$ cat config.mk
export PLATFORM = sky130hd
export DESIGN_NAME = mem_channel_arbiter
export DESIGN_NICKNAME = d
export VERILOG_FILES = /design/src/rtl/mca_pkg.sv /design/src/rtl/mca_rst_sync.sv /design/src/rtl/mca_claim.sv /design/src/rtl/mca_channel.sv /design/src/rtl/mem_channel_arbiter.sv
export SDC_FILE = /design/constraint.sdc
export NUM_CORES = 1
export LEC_CHECK = 0
export ABC_CLOCK_PERIOD_IN_PS = 3500
export BUFFER_PORTS_ARGS = -buffer_cell sky130_fd_sc_hd__buf_2
export CAP_MARGIN = 10
export CORE_ASPECT_RATIO = 0.6
export CORE_MARGIN = 10
export CORE_UTILIZATION = 30
export CTS_BUF_LIST = sky130_fd_sc_hd__clkbuf_8
export CTS_CLUSTER_DIAMETER = 40
export DETAILED_ROUTE_END_ITERATION = 16
export SLEW_MARGIN = 20
export SYNTH_ARGS = -nofsm -noshare
export SYNTH_HDL_FRONTEND = slang
export SYNTH_HIERARCHICAL = 1
export SYNTH_SLANG_ARGS = --single-unit
$ cat constraint.sdc
create_clock -name clk -period 3.5 [get_ports clk]
set_input_delay 0.7 -clock clk [delete_from_list [all_inputs] [get_ports clk]]
set_output_delay 0.7 -clock clk [all_outputs]
set_load 0.02 [all_outputs]
$ cat src/rtl/mca_pkg.sv
package mca_pkg;
  typedef enum logic [2:0] {
    CH_IDLE     = 3'd0,
    CH_RD_WAIT  = 3'd1,
    CH_WR_WAIT  = 3'd2,
    CH_RD_RELAY = 3'd3,
    CH_WR_RELAY = 3'd4
  } ch_state_e;
endpackage

$ cat src/rtl/mca_rst_sync.sv
module mca_rst_sync (
  input  logic clk,
  input  logic rst_n,
  output logic rst_sync_n
);
  logic meta_q;

  always_ff @(posedge clk or negedge rst_n) begin
    if (!rst_n) begin
      meta_q     <= 1'b0;
      rst_sync_n <= 1'b0;
    end else begin
      meta_q     <= 1'b1;
      rst_sync_n <= meta_q;
    end
  end
endmodule

$ cat src/rtl/mca_claim.sv
// Combinational claim pass: releases first, then channels in index order
// each take the lowest free pending consumer, marking it busy at once.
module mca_claim #(
  parameter int NC  = 4,
  parameter int NH  = 2,
  parameter int IDW = 2
) (
  input  logic [NC-1:0]     busy_q,
  input  logic [NC-1:0]     req,
  input  logic [NH-1:0]     ch_idle,
  input  logic [NH-1:0]     ch_release,
  input  logic [NH*IDW-1:0] ch_id,
  output logic [NC-1:0]     busy_d,
  output logic [NH-1:0]     grant,
  output logic [NH*IDW-1:0] grant_id
);
  logic [NC-1:0] work;
  logic          found;

  always_comb begin
    work     = busy_q;
    grant    = '0;
    grant_id = '0;
    found    = 1'b0;
    for (int h = 0; h < NH; h++) begin
      if (ch_release[h]) work[ch_id[h*IDW +: IDW]] = 1'b0;
    end
    for (int h = 0; h < NH; h++) begin
      found = 1'b0;
      if (ch_idle[h]) begin
        for (int c = 0; c < NC; c++) begin
          if (!found && req[c] && !work[c]) begin
            found                    = 1'b1;
            work[c]                  = 1'b1;
            grant[h]                 = 1'b1;
            grant_id[h*IDW +: IDW]   = IDW'(c);
          end
        end
      end
    end
    busy_d = work;
  end
endmodule

$ cat src/rtl/mca_channel.sv
module mca_channel
  import mca_pkg::*;
#(
  parameter int NC  = 4,
  parameter int AW  = 8,
  parameter int DW  = 8,
  parameter int IDW = 2
) (
  input  logic             clk,
  input  logic             rst_n,
  input  logic             grant,
  input  logic [IDW-1:0]   grant_id,
  input  logic [NC-1:0]    cons_rd_valid,
  input  logic [NC*AW-1:0] cons_rd_addr,
  input  logic [NC-1:0]    cons_wr_valid,
  input  logic [NC*AW-1:0] cons_wr_addr,
  input  logic [NC*DW-1:0] cons_wr_data,
  input  logic             mem_rd_ready,
  input  logic [DW-1:0]    mem_rd_data,
  input  logic             mem_wr_ready,
  output logic             mem_rd_valid,
  output logic             mem_wr_valid,
  output logic [AW-1:0]    mem_addr,
  output logic [DW-1:0]    mem_wdata,
  output logic             idle,
  output logic             release_o,
  output logic [IDW-1:0]   id_o,
  output logic             rd_relay,
  output logic             wr_relay,
  output logic [DW-1:0]    rdata_o
);
  ch_state_e      state_q, state_d;
  logic           load_en, cap_en, state_en;
  logic           pick_rd;
  logic [IDW-1:0] id_q;
  logic [AW-1:0]  addr_q;
  logic [DW-1:0]  wdata_q, rdata_q;

  assign pick_rd = cons_rd_valid[grant_id];

  always_comb begin
    state_d   = state_q;
    load_en   = 1'b0;
    cap_en    = 1'b0;
    release_o = 1'b0;
    unique case (state_q)
      CH_IDLE: if (grant) begin
        load_en = 1'b1;
        state_d = pick_rd ? CH_RD_WAIT : CH_WR_WAIT;
      end
      CH_RD_WAIT: if (mem_rd_ready) begin
        cap_en  = 1'b1;
        state_d = CH_RD_RELAY;
      end
      CH_WR_WAIT: if (mem_wr_ready) state_d = CH_WR_RELAY;
      CH_RD_RELAY: if (!cons_rd_valid[id_q]) begin
        release_o = 1'b1;
        state_d   = CH_IDLE;
      end
      CH_WR_RELAY: if (!cons_wr_valid[id_q]) begin
        release_o = 1'b1;
        state_d   = CH_IDLE;
      end
      default: state_d = CH_IDLE;
    endcase
  end

  assign state_en = (state_d != state_q);

  always_ff @(posedge clk or negedge rst_n) begin
    if (!rst_n)        state_q <= CH_IDLE;
    else if (state_en) state_q <= state_d;
  end

  always_ff @(posedge clk) begin
    if (load_en) begin
      id_q    <= grant_id;
      addr_q  <= pick_rd ? cons_rd_addr[int'(grant_id)*AW +: AW]
                         : cons_wr_addr[int'(grant_id)*AW +: AW];
      wdata_q <= cons_wr_data[int'(grant_id)*DW +: DW];
    end
    if (cap_en) rdata_q <= mem_rd_data;
  end

  assign mem_rd_valid = (state_q == CH_RD_WAIT);
  assign mem_wr_valid = (state_q == CH_WR_WAIT);
  assign rd_relay     = (state_q == CH_RD_RELAY);
  assign wr_relay     = (state_q == CH_WR_RELAY);
  assign idle         = (state_q == CH_IDLE);
  assign mem_addr     = addr_q;
  assign mem_wdata    = wdata_q;
  assign id_o         = id_q;
  assign rdata_o      = rdata_q;
endmodule

$ cat src/rtl/mem_channel_arbiter.sv
module mem_channel_arbiter #(
  parameter int NUM_CONSUMERS = 4,
  parameter int NUM_CHANNELS  = 2,
  parameter int ADDR_W        = 8,
  parameter int DATA_W        = 8
) (
  input  logic                            clk,
  input  logic                            rst_n,
  input  logic [NUM_CONSUMERS-1:0]        cons_rd_valid,
  input  logic [NUM_CONSUMERS*ADDR_W-1:0] cons_rd_addr,
  output logic [NUM_CONSUMERS-1:0]        cons_rd_ready,
  output logic [NUM_CONSUMERS*DATA_W-1:0] cons_rd_data,
  input  logic [NUM_CONSUMERS-1:0]        cons_wr_valid,
  input  logic [NUM_CONSUMERS*ADDR_W-1:0] cons_wr_addr,
  input  logic [NUM_CONSUMERS*DATA_W-1:0] cons_wr_data,
  output logic [NUM_CONSUMERS-1:0]        cons_wr_ready,
  output logic [NUM_CHANNELS-1:0]         mem_rd_valid,
  output logic [NUM_CHANNELS*ADDR_W-1:0]  mem_rd_addr,
  input  logic [NUM_CHANNELS-1:0]         mem_rd_ready,
  input  logic [NUM_CHANNELS*DATA_W-1:0]  mem_rd_data,
  output logic [NUM_CHANNELS-1:0]         mem_wr_valid,
  output logic [NUM_CHANNELS*ADDR_W-1:0]  mem_wr_addr,
  output logic [NUM_CHANNELS*DATA_W-1:0]  mem_wr_data,
  input  logic [NUM_CHANNELS-1:0]         mem_wr_ready
);
  localparam int NC  = NUM_CONSUMERS;
  localparam int NH  = NUM_CHANNELS;
  localparam int IDW = (NC > 1) ? $clog2(NC) : 1;

  logic              rst_sync_n;
  logic [NC-1:0]     busy_q, busy_d;
  logic              busy_en;
  logic [NH-1:0]     ch_idle, ch_busy, ch_release, grant, ch_rd_relay, ch_wr_relay;
  logic [NH*IDW-1:0] ch_id, grant_id;
  logic [NH*DATA_W-1:0] ch_rdata;

  mca_rst_sync u_rst_sync (.clk(clk), .rst_n(rst_n), .rst_sync_n(rst_sync_n));

  mca_claim #(.NC(NC), .NH(NH), .IDW(IDW)) u_claim (
    .busy_q(busy_q), .req(cons_rd_valid | cons_wr_valid), .ch_idle(ch_idle),
    .ch_release(ch_release), .ch_id(ch_id), .busy_d(busy_d),
    .grant(grant), .grant_id(grant_id)
  );

  assign busy_en = (busy_d != busy_q);

  always_ff @(posedge clk or negedge rst_sync_n) begin
    if (!rst_sync_n)  busy_q <= '0;
    else if (busy_en) busy_q <= busy_d;
  end

  for (genvar h = 0; h < NH; h++) begin : g_ch
    mca_channel #(.NC(NC), .AW(ADDR_W), .DW(DATA_W), .IDW(IDW)) u_ch (
      .clk(clk), .rst_n(rst_sync_n),
      .grant(grant[h]), .grant_id(grant_id[h*IDW +: IDW]),
      .cons_rd_valid(cons_rd_valid), .cons_rd_addr(cons_rd_addr),
      .cons_wr_valid(cons_wr_valid), .cons_wr_addr(cons_wr_addr),
      .cons_wr_data(cons_wr_data),
      .mem_rd_ready(mem_rd_ready[h]), .mem_rd_data(mem_rd_data[h*DATA_W +: DATA_W]),
      .mem_wr_ready(mem_wr_ready[h]),
      .mem_rd_valid(mem_rd_valid[h]), .mem_wr_valid(mem_wr_valid[h]),
      .mem_addr(mem_rd_addr[h*ADDR_W +: ADDR_W]),
      .mem_wdata(mem_wr_data[h*DATA_W +: DATA_W]),
      .idle(ch_idle[h]), .release_o(ch_release[h]), .id_o(ch_id[h*IDW +: IDW]),
      .rd_relay(ch_rd_relay[h]), .wr_relay(ch_wr_relay[h]),
      .rdata_o(ch_rdata[h*DATA_W +: DATA_W])
    );
    assign mem_wr_addr[h*ADDR_W +: ADDR_W] = mem_rd_addr[h*ADDR_W +: ADDR_W];
  end

  assign ch_busy = ~ch_idle;

  always_comb begin
    cons_rd_ready = '0;
    cons_rd_data  = '0;
    cons_wr_ready = '0;
    for (int h = 0; h < NH; h++) begin
      if (ch_rd_relay[h]) begin
        cons_rd_ready[ch_id[h*IDW +: IDW]] = 1'b1;
        cons_rd_data[int'(ch_id[h*IDW +: IDW])*DATA_W +: DATA_W] = ch_rdata[h*DATA_W +: DATA_W];
      end
      if (ch_wr_relay[h]) cons_wr_ready[ch_id[h*IDW +: IDW]] = 1'b1;
    end
  end
endmodule

==> results of run 1 <==
## metrics by stage
| step | TNS, ps | instances | total power [mW] | instance area, um2 | hold WS [ps] |
|---|---|---|---|---|---|
| floorplan | -466.4 | 410 | 2.345 | 5300 | 120.9 |
| global placement | -3784 | 861 | 2.947 | 6746 | 207.3 |
| detailed placement | -5614 | 861 | 2.991 | 6746 | 210.6 |
| CTS | 0 | 877 | 3.637 | 6934 | 114.5 |
| global route | -30.69 | 889 | 3.887 | 7041 | 109.9 |
| finish | 0 | 889 | 3.666 | 7041 | 134.7 |
## flip-flops by register name (all words and copies together), names as in the netlist
name                   count
busy_q                     4
u_rst_sync/meta_q          1
g_ch.u_ch/mem_addr        16
g_ch.u_ch/mem_wdata       16
g_ch.u_ch/id_o             4
g_ch.u_ch/state_q          6
g_ch.u_ch/rdata_o         16
u_rst_sync/rst_sync_n      1
## power by group through the flow
| stage | logic (mW) | clock network [mW] | registers, mW |
|---|---|---|---|
| 4_1_cts | 1.85 | 0.659 | 1.12 |
| 3_3_place_gp | 1.81 | 0 | 1.14 |
| 6_report | 1.90 | 0.638 | 1.13 |
| 3_5_place_dp | 1.85 | 0 | 1.14 |
| 5_1_grt | 2.05 | 0.687 | 1.15 |
| 2_1_floorplan | 1.15 | 0 | 1.20 |
## what timing repair did
item / CTS / global route
buffers inserted: 0 / 11
resized for setup: 0 / 5
endpoints found under the setup margin: 0 / 18
## placed cells by master, fill, tap and decap left out, types with 10 or more instances in the layout
master and instances:
mux2i_1 66, a22o_1 37, mux4_2 26, dfrtp_1 12, mux4_1 10, inv_1 27, buf_4 45, edfxtp_1 52
nand2_1 15, ha_1 13, buf_2 217
## routing by layer
layer,share of wire (%),track usage [%]
met1,44,19.18
met3,6.0,3.513
met4,1.1,3.499
met2,49,25.10
met5,0.071,0
## cell type report
class | count | area share [%]
Multi-Input combinational cell | 279 | 42.90
Sequential cell | 64 | 26.44
Timing Repair Buffer | 270 | 22.45
Tap cell | 234 | 4.159
Clock buffer | 9 | 1.759
Inverter | 26 | 1.386
Clock inverter | 7 | 0.9063
## final timing paths
path / cells after the start / slack [ps] / start / end
worst max register to register: 10 / 120 / g_ch[1].u_ch/id_o[0]$_DFFE_PP_ / g_ch[1].u_ch/mem_wdata[3]$_DFFE_PP_
worst max-delay path: 11 / 80 / cons_wr_valid[3] / g_ch[1].u_ch/mem_wdata[3]$_DFFE_PP_
worst min-delay path: 1 / 130 / rst_n / u_rst_sync/meta_q$_DFF_PN0_
min in group clk: 0 / 360 / u_rst_sync/meta_q$_DFF_PN0_ / u_rst_sync/rst_sync_n$_DFF_PN0_
worst min register to register: 0 / 190 / u_rst_sync/rst_sync_n$_DFF_PN0_ / g_ch[0].u_ch/state_q[1]$_DFFE_PN0P_
max in group asynchronous: 0 / 2970 / u_rst_sync/rst_sync_n$_DFF_PN0_ / g_ch[1].u_ch/state_q[1]$_DFFE_PN0P_
## logic make-up after synthesis
logic type	Yosys count	share of synthesized area, %
xor+xnor	2	0.3312
other cells	1	0.07089
simple gates	76	9.934
fa+ha+maj	15	3.477
buf+inv	67	8.444
flops	64	35.19
compound gates	79	12.89
mux	106	29.66
==> metrics, run 1 <==
Max stage delay on crit path=roughly 550 ps; Worst Path Required=roughly 3600 ps; number of fill cells in the layout=1655; die span in x=approximately 190 um; Multi-input gate area=between 3000 and 4000 um2; antenna-violating nets left=0; combinational power share=51.8%; Max VDD drop=0.1896 mV; Worst Hold Class=in2async; CTS sink count=64; CTS clock-pin slew for the worst setup and hold paths=roughly 70 ps; Yosys cell types=61; first-pass GRT wire length=roughly 28000 um; initial antenna violation count=1; outcome=completed; clock power share=17.4%; Crit. End Element=register; CP Max Fanout=5; ant diodes=0; Post-Syn Nets=between 500 and 600; worst setup margin=82.31 ps; drt initial violations=between 300 and 400; Internal=2.224 mW; fin. max-slew vios=0; Bufs and invs on worst path=2; total gr overflow=0; io pins=about 220; CTS H-Tree Depth=3; Most used DFF post-synth=edfxtp_1; nets=789; largest area contributor in the netlist=edfxtp_1; sequential-to-total area share from yosys stat=a little over a third; Storage cell area=around 1900 um2; min Tclk post-route=around 3400 ps; vias per cell=5.177; Final period util=a little over nine tenths; delay-heaviest family, CP=multiplexers; Port Buffers=217; Setup Skew=8.466 ps; Synth warnings=6; most frequent cells after synthesis=mux2i_1, edfxtp_1, a22o_1, inv_1, mux4_2; core area=17220 um2; final core utilization=roughly two fifths; Routed Wire Length=18350 um; most frequent cell after synthesis=mux2i_1; DP Wirelength=14750 um; Arrival @ worst endpoint=about 3500 ps; cell count after synthesis=about 400; ys async rst share=18.75%; DRT Pass-1 Iters=5; syn avg cell area=12.90 um2; Final Hold Fails=0; Relative slew margins=~55%; vias in the first global route=4857; Max Fclk=0.2926 GHz; Worst-Margin Slew=~680 ps; final setup fails=0; Chip Height=between 100 and 150 um; Seq pwr share=a little under a third; number of synthesized register bits=between 60 and 70; CTS tree=built; clk_lat worst skew=between 300 and 400 ps; Die ar.=23520 um2; top cell type's share of synthesized area=roughly 30%; share of cells above drive strength 1=a little over half; Startpoint Class=primary input; DR WL/cell=20.64 um; Total GRT Usage=14.94%; area grow syn2layout=33.09%; Root Buffer=clkbuf_8; sw frac=a little under 40%; Setup Crit Path Kind=in2reg; Max Cap Viol=0; Post-route DRC=0; Row Count=37; pre-CTS setup slack=-351.1 ps; Cell Chain, Critical Path=buf_2 > mux4_2 > nor2b_1 > a21o_1 > and3b_1 > o31a_1 > nor3_4 > a311o_2 > o32ai_4 > buf_12 > mux4_1; Lkg Pwr=between 3 and 4 nW; sw power=approximately 1.4 mW; synthesized cell area=between 5000 and 6000 um2; hold buffer count at cts=0; PwrDens=roughly 520 nW/um2; Starting Density=a little under a third; GP Congestion=around 0.85; DR vias=around 4600; Area contributors post-synth=edfxtp_1, mux2i_1, mux4_2; Crit-path slowest cell=mux4_1; CTS max path bufs=2; Num CTS Buffers=9; EDFF count, synth=52; largest net degree at the start of global routing=20
No activity file was read; power rests on OpenSTA's default activity.
==> run 2, diff against run 1 <==
--- a/config.mk
+++ b/config.mk
@@ -14,7 +14,7 @@
 export CTS_BUF_LIST = sky130_fd_sc_hd__clkbuf_8
 export CTS_CLUSTER_DIAMETER = 40
 export DETAILED_ROUTE_END_ITERATION = 16
-export SLEW_MARGIN = 20
+export PLACE_DENSITY = 0.54
 export SYNTH_ARGS = -nofsm -noshare
 export SYNTH_HDL_FRONTEND = slang
 export SYNTH_HIERARCHICAL = 1
==> constraint.sdc (replaced) <==
create_clock -name clk -period 3.5 [get_ports clk]
set_input_delay 0.7 -clock clk [delete_from_list [all_inputs] [get_ports clk]]
set_output_delay 0.7 -clock clk [all_outputs]
set_load 0.005 [all_outputs]
==> run 2 against run 1 <==
Critical endpoint is now g_ch[1].u_ch/mem_addr[3]$_DFFE_PP_. Clock power is 2% lower. Count of clock-buffer cells in the layout stayed put. Fmax is 0.41% lower. Largest power group unchanged. Final cell count is 0.90% lower. Global-route usage is 0.32 points higher. Wire length is 2.0% higher.
==> metrics, run 2 (synthesized netlist as in run 1, its figures left out) <==
outcome=completed; Lkg Pwr=3.220 nW (-0.97%); CP Max Fanout=6 (+1); ant diodes=0 (unchanged); Relative slew margins=56.72% (+2.1 points); Worst-Margin Slew=648.0 ps (-31.42 ps); DR vias=4529 (-1.6%); combinational power share=50.2% (-1.6 points); Arrival @ worst endpoint=3660 ps (+160 ps); Root Buffer=clkbuf_8; nets=781 (-1.0%); Worst Path Required=3730 ps (+150 ps); vias in the first global route=4706 (-3.1%); worst setup margin=68.33 ps (-13.97 ps); Worst Hold Class=in2async; sw power=1.317 mW (-8.7%); Max Fclk=0.2914 GHz (-0.41%); Port Buffers=217 (unchanged); Max stage delay on crit path=510 ps (-40 ps); core area=17220 um2 (unchanged); Starting Density=30.72% (unchanged); CTS H-Tree Depth=3 (unchanged); setup TNS=0 ps (unchanged); most common cell after layout, fill and taps aside=buf_2; Row Count=37 (unchanged); Chip Height=122.9 um (unchanged); total gr overflow=0 (unchanged); DR WL/cell=21.23 um (+2.9%); DRT Pass-1 Iters=4 (-1); die span in x=191.4 um (unchanged); GP Congestion=0.8701 (+2.2%); met2 Use GR=24.36% (-0.74 points); PwrDens=504.3 nW/um2 (-3.2%); Max Cap Viol=0 (unchanged); Total GRT Usage=15.26% (+0.32 points); CTS tree=built; total design power=3.526 mW (-3.8%); clock power share=17.8% (+0.4 points); crit-path most repeated cell=mux4_2; Seq pwr share=32.0% (+1.2 points); GRT Max-Usage Layer=met2; Crit-path slowest cell=mux4_2; met3 usage=4.476% (+0.96 points); io pins=218 (unchanged); M1 GR Usage=19.95% (+0.77 points); final core utilization=40.60% (-0.28 points); first-pass GRT wire length=27720 um (+0.13%); CTS max path bufs=2 (unchanged); initial antenna violation count=1 (unchanged); final setup fails=0 (unchanged); Cell Chain, Critical Path=buf_2 > mux4_2 > nor2b_1 > a21o_1 > nor3b_4 > o31ai_4 > buf_4 > xnor2_2 > a21oi_2 > o32ai_4 > clkbuf_16 > mux4_2 > inv_1; largest net degree at the start of global routing=20 (unchanged); sw frac=37.34% (-2.0 points); Setup Skew=12.71 ps (+4.239 ps); CTS sink count=64 (unchanged); unrepaired setup endpoints after global routing=yes; Bufs and invs on worst path=4 (+2); most frequent cells in the layout=buf_2, mux2i_1, edfxtp_1; Final Hold Fails=0 (unchanged); Crit. End Element=register; clk_lat worst skew=360 ps (about the same); pre-CTS setup slack=-325.6 ps (+25.46 ps); Internal=2.209 mW (-0.68%); DP Wirelength=15250 um (+3.4%); Final period util=98.05% (+0.40 points); fin. max-slew vios=0 (unchanged); Startpoint Class=primary input; share of cells above drive strength 1=51.62% (-0.74 points); CTS clock-pin slew for the worst setup and hold paths=70 ps (about the same); Die ar.=23520 um2 (unchanged); area grow syn2layout=32.17%; drt initial violations=304 (-10%); delay-heaviest family, CP=multiplexers; Num CTS Buffers=9 (unchanged); Post-route DRC=0 (unchanged); Max VDD drop=0.1648 mV (-13%); antenna-violating nets left=0 (unchanged); Setup Crit Path Kind=in2reg; Routed Wire Length=18710 um (+2.0%); vias per cell=5.141 (-0.69%); min Tclk post-route=3432 ps (+13.97 ps)
-- run 2: cell count changes in the layout (fill, tap and decap cells not counted), sizes merged --
cell,change
buf,-8
inv,-1
clkinv,+1
-- run 2: timing repair --
action                     CTS  global route
hold endpoints to repair     0             0
setup endpoints to repair    0            19
hold buffers                 0             0
gates resized for setup      0             6
setup buffers                0             2
-- run 2: final cells by class --
cell class	instances	area, um2
Inverter	26	97.59
Fill cell	1679	10230
Timing Repair Buffer	262	1510
Clock inverter	7	62.56
Tap cell	234	292.8
Multi-Input combinational cell	279	3043
Sequential cell	64	1862
Clock buffer	9	123.9
-- run 2: worst paths after layout --
| check | to | cells after the start | from | slack, ps |
|---|---|---|---|---|
| setup reg to reg | g_ch[1].u_ch/mem_addr[3]$_DFFE_PP_ | 12 | g_ch[0].u_ch/id_o[0]$_DFFE_PP_ | 110 |
| hold reg to reg | busy_q[3]$_DFFE_PN0P_ | 0 | u_rst_sync/rst_sync_n$_DFF_PN0_ | 190 |
| setup / recovery | g_ch[1].u_ch/mem_addr[3]$_DFFE_PP_ | 13 | cons_wr_valid[2] | 70 |
| min in group clk | u_rst_sync/rst_sync_n$_DFF_PN0_ | 0 | u_rst_sync/meta_q$_DFF_PN0_ | 350 |
| hold / removal | u_rst_sync/meta_q$_DFF_PN0_ | 1 | rst_n | 120 |
| max in group asynchronous | g_ch[0].u_ch/state_q[0]$_DFFE_PN0P_ | 0 | u_rst_sync/rst_sync_n$_DFF_PN0_ | 2980 |
-- run 2: power by group through the flow --
stage	combinational, mW	clock, mW	sequential [mW]
after floorplan	1.07	0	1.14
after global placement	1.67	0	1.14
after detailed placement	1.69	0	1.14
after CTS	1.70	0.666	1.13
after global routing	1.90	0.701	1.15
final	1.77	0.628	1.13
-- run 2: metrics by stage --
stage | hold WS, ps | area (um2) | cells
floorplan | 120.9 | 5300 | 410
global placement | 204.9 | 6741 | 862
detailed placement | 209.8 | 6741 | 862
CTS | 91.12 | 6928 | 878
global route | 85.29 | 6992 | 881
finish | 121.4 | 6992 | 881
-- run 2: layer usage --
layer | wire, um | up-vias
li1 | - | 2078
met1 | 8434 | 2276
met2 | 8810 | 160
met3 | 1288 | 13
met4 | 157 | 2
met5 | 13 | -
==> run 3, diff against run 2 <==
--- a/config.mk
+++ b/config.mk
@@ -14,6 +14,7 @@
 export CTS_BUF_LIST = sky130_fd_sc_hd__clkbuf_8
 export CTS_CLUSTER_DIAMETER = 40
 export DETAILED_ROUTE_END_ITERATION = 16
+export MAX_ROUTING_LAYER = met4
 export PLACE_DENSITY = 0.54
 export SYNTH_ARGS = -nofsm -noshare
 export SYNTH_HDL_FRONTEND = slang
==> run 3 against run 2 <==
Clock power hardly changed. Wire length down 0.17%. Total power about the same. Fmax up 0.27%. Global-route usage grew 0.46 points. Sequential cell count did not move. Final cell count up 0.11%. Hold slack got worse by 0.68 ps. Die area stayed put. Sequential power about the same. Combinational power is essentially flat. Count of clock-buffer cells in the layout is the same. Largest power group unchanged.
==> metrics, run 3 (synthesized netlist as in run 1, its figures left out) <==
outcome=completed; clk_lat worst skew=360 ps (about the same); Port Buffers=217 (unchanged); Arrival @ worst endpoint=3650 ps (about the same); Final period util=97.78% (-0.27 points); fin. max-slew vios=0 (unchanged); hold buffer count at cts=0 (unchanged); CTS max path bufs=2 (unchanged); Setup Skew=12.18 ps (-0.5292 ps); Startpoint Class=primary input; Storage cell area=1862 um2 (unchanged); Setup Crit Path Kind=in2reg; initial antenna violation count=1 (unchanged); pre-CTS setup slack=-325.6 ps (unchanged); drt initial violations=293 (-3.6%); Hold Slack=120.7 ps (-0.6830 ps); area grow syn2layout=32.21% (about the same); CP Max Fanout=5 (-1); worst setup margin=77.74 ps (+9.408 ps); Root Buffer=clkbuf_8; min Tclk post-route=3422 ps (-9.408 ps); Crit. End Element=register; most common cell after layout, fill and taps aside=buf_2; CTS sink count=64 (unchanged); most frequent cells in the layout=buf_2, mux2i_1, edfxtp_1; DRT Pass-1 Iters=5 (+1); DR WL/cell=21.17 um (-0.28%); GP Congestion=0.8843 (+1.6%); Total GRT Usage=15.71% (+0.46 points); number of fill cells in the layout=1678 (-0.060%); DP Wirelength=15250 um (unchanged); PwrDens=503.9 nW/um2 (about the same); placed instance count=862 (unchanged); die span in x=191.4 um (unchanged); nets=781 (unchanged); final std cells w/o fill=882 (+0.11%); antenna-violating nets left=0 (unchanged); design area=6994 um2 (about the same); Bufs and invs on worst path=3 (-1); Multi-input gate area=3043 um2 (unchanged); Chip Height=122.9 um (unchanged); Relative slew margins=57.19% (+0.48 points); Worst Path Required=3730 ps (about the same); first-pass GRT wire length=27740 um (about the same); delay-heaviest family, CP=compound AO/OA/AOI/OAI gates; Crit-path slowest cell=mux4_1; total design power=3.525 mW (about the same); core area=17220 um2 (unchanged); Row Count=37 (unchanged); CTS tree=built; CTS H-Tree Depth=3 (unchanged); Cell Chain, Critical Path=buf_2 > mux4_1 > nor2b_1 > a21o_1 > and3b_1 > o31a_1 > nor3_4 > a311o_2 > o32ai_4 > clkbuf_16 > mux4_2 > inv_1; Worst-Margin Slew=640.9 ps (-7.114 ps); unrepaired setup endpoints after global routing=yes; largest net degree at the start of global routing=20 (unchanged); Routed Wire Length=18670 um (-0.17%); Post-route DRC=0 (unchanged); Starting Density=30.72% (unchanged); io pins=218 (unchanged); Final Hold Fails=0 (unchanged); Die ar.=23520 um2 (unchanged); share of cells above drive strength 1=51.62% (unchanged); Max stage delay on crit path=540 ps (+30 ps); CTS clock-pin slew for the worst setup and hold paths=70 ps (about the same); Worst Hold Class=in2async; vias in the first global route=4708 (+0.042%); Num CTS Buffers=9 (unchanged); Lkg Pwr=3.220 nW (about the same); DR vias=4553 (+0.53%); vias per cell=5.162 (+0.42%); Placed Area=6741 um2 (unchanged); Max Cap Viol=0 (unchanged); total gr overflow=0 (unchanged); Max Fclk=0.2922 GHz (+0.27%); final setup fails=0 (unchanged); Max VDD drop=0.1654 mV (+0.37%)
-- run 3: repair_timing --
item,in CTS,in global routing
setup endpoints to repair,0,19
setup buffers,0,2
gates resized for setup,0,6
-- run 3: area by class of cell --
cell class | instances | area share, %
Clock buffer | 9 | 1.771
Tap cell | 234 | 4.186
Multi-Input combinational cell | 279 | 43.51
Timing Repair Buffer | 262 | 21.59
Antenna cell | 1 | 0.03578
Sequential cell | 64 | 26.62
Inverter | 26 | 1.395
Clock inverter | 7 | 0.8945
-- run 3: where the power goes --
group / switching [mW] / leakage, nW / internal, mW
Clock: 0.310 / 0.0901 / 0.321
Sequential: 0.101 / 0.609 / 1.03
Combinational: 0.904 / 2.52 / 0.861
Total: 1.32 / 3.22 / 2.21
-- run 3: through the flow --
step,utilization (%),setup TNS [ps]
6_report,40.61,0
3_5_place_dp,39.15,-4939
3_3_place_gp,39.15,-3390
4_1_cts,40.23,0
2_1_floorplan,-,-466.4
5_1_grt,40.61,-397.5
-- run 3: routing by layer --
metal	GRT usage, %	up-vias	share of wire, %
met2	24.36	178	47
met3	4.221	17	7.0
met5	-	-	0
met4	3.839	0	0.99
met1	20.07	2269	45
li1	-	2089	-
-- run 3: worst register-to-register path: stages (launching register included) --
cell	delay, ps
edfxtp_1	370
mux4_1	590
nor2b_1	130
a21o_1	160
and3b_1	210
o31a_1	280
nor3_4	80
a311o_2	430
o32ai_4	210
clkbuf_16	250
mux4_2	490
inv_1	70
-- run 3: worst paths after layout --
| path | startpoint | end | slack [ps] | cells past startpoint |
|---|---|---|---|---|
| worst max-delay path | cons_wr_valid[1] | g_ch[1].u_ch/mem_addr[3]$_DFFE_PP_ | 80 | 12 |
| worst min-delay path | rst_n | u_rst_sync/meta_q$_DFF_PN0_ | 120 | 1 |
| worst max register to register | g_ch[0].u_ch/id_o[0]$_DFFE_PP_ | g_ch[1].u_ch/mem_addr[3]$_DFFE_PP_ | 110 | 11 |
| worst min register to register | u_rst_sync/rst_sync_n$_DFF_PN0_ | busy_q[3]$_DFFE_PN0P_ | 190 | 0 |
| max in group asynchronous | u_rst_sync/rst_sync_n$_DFF_PN0_ | g_ch[0].u_ch/state_q[0]$_DFFE_PN0P_ | 2980 | 0 |
| min in group clk | u_rst_sync/meta_q$_DFF_PN0_ | u_rst_sync/rst_sync_n$_DFF_PN0_ | 350 | 0 |
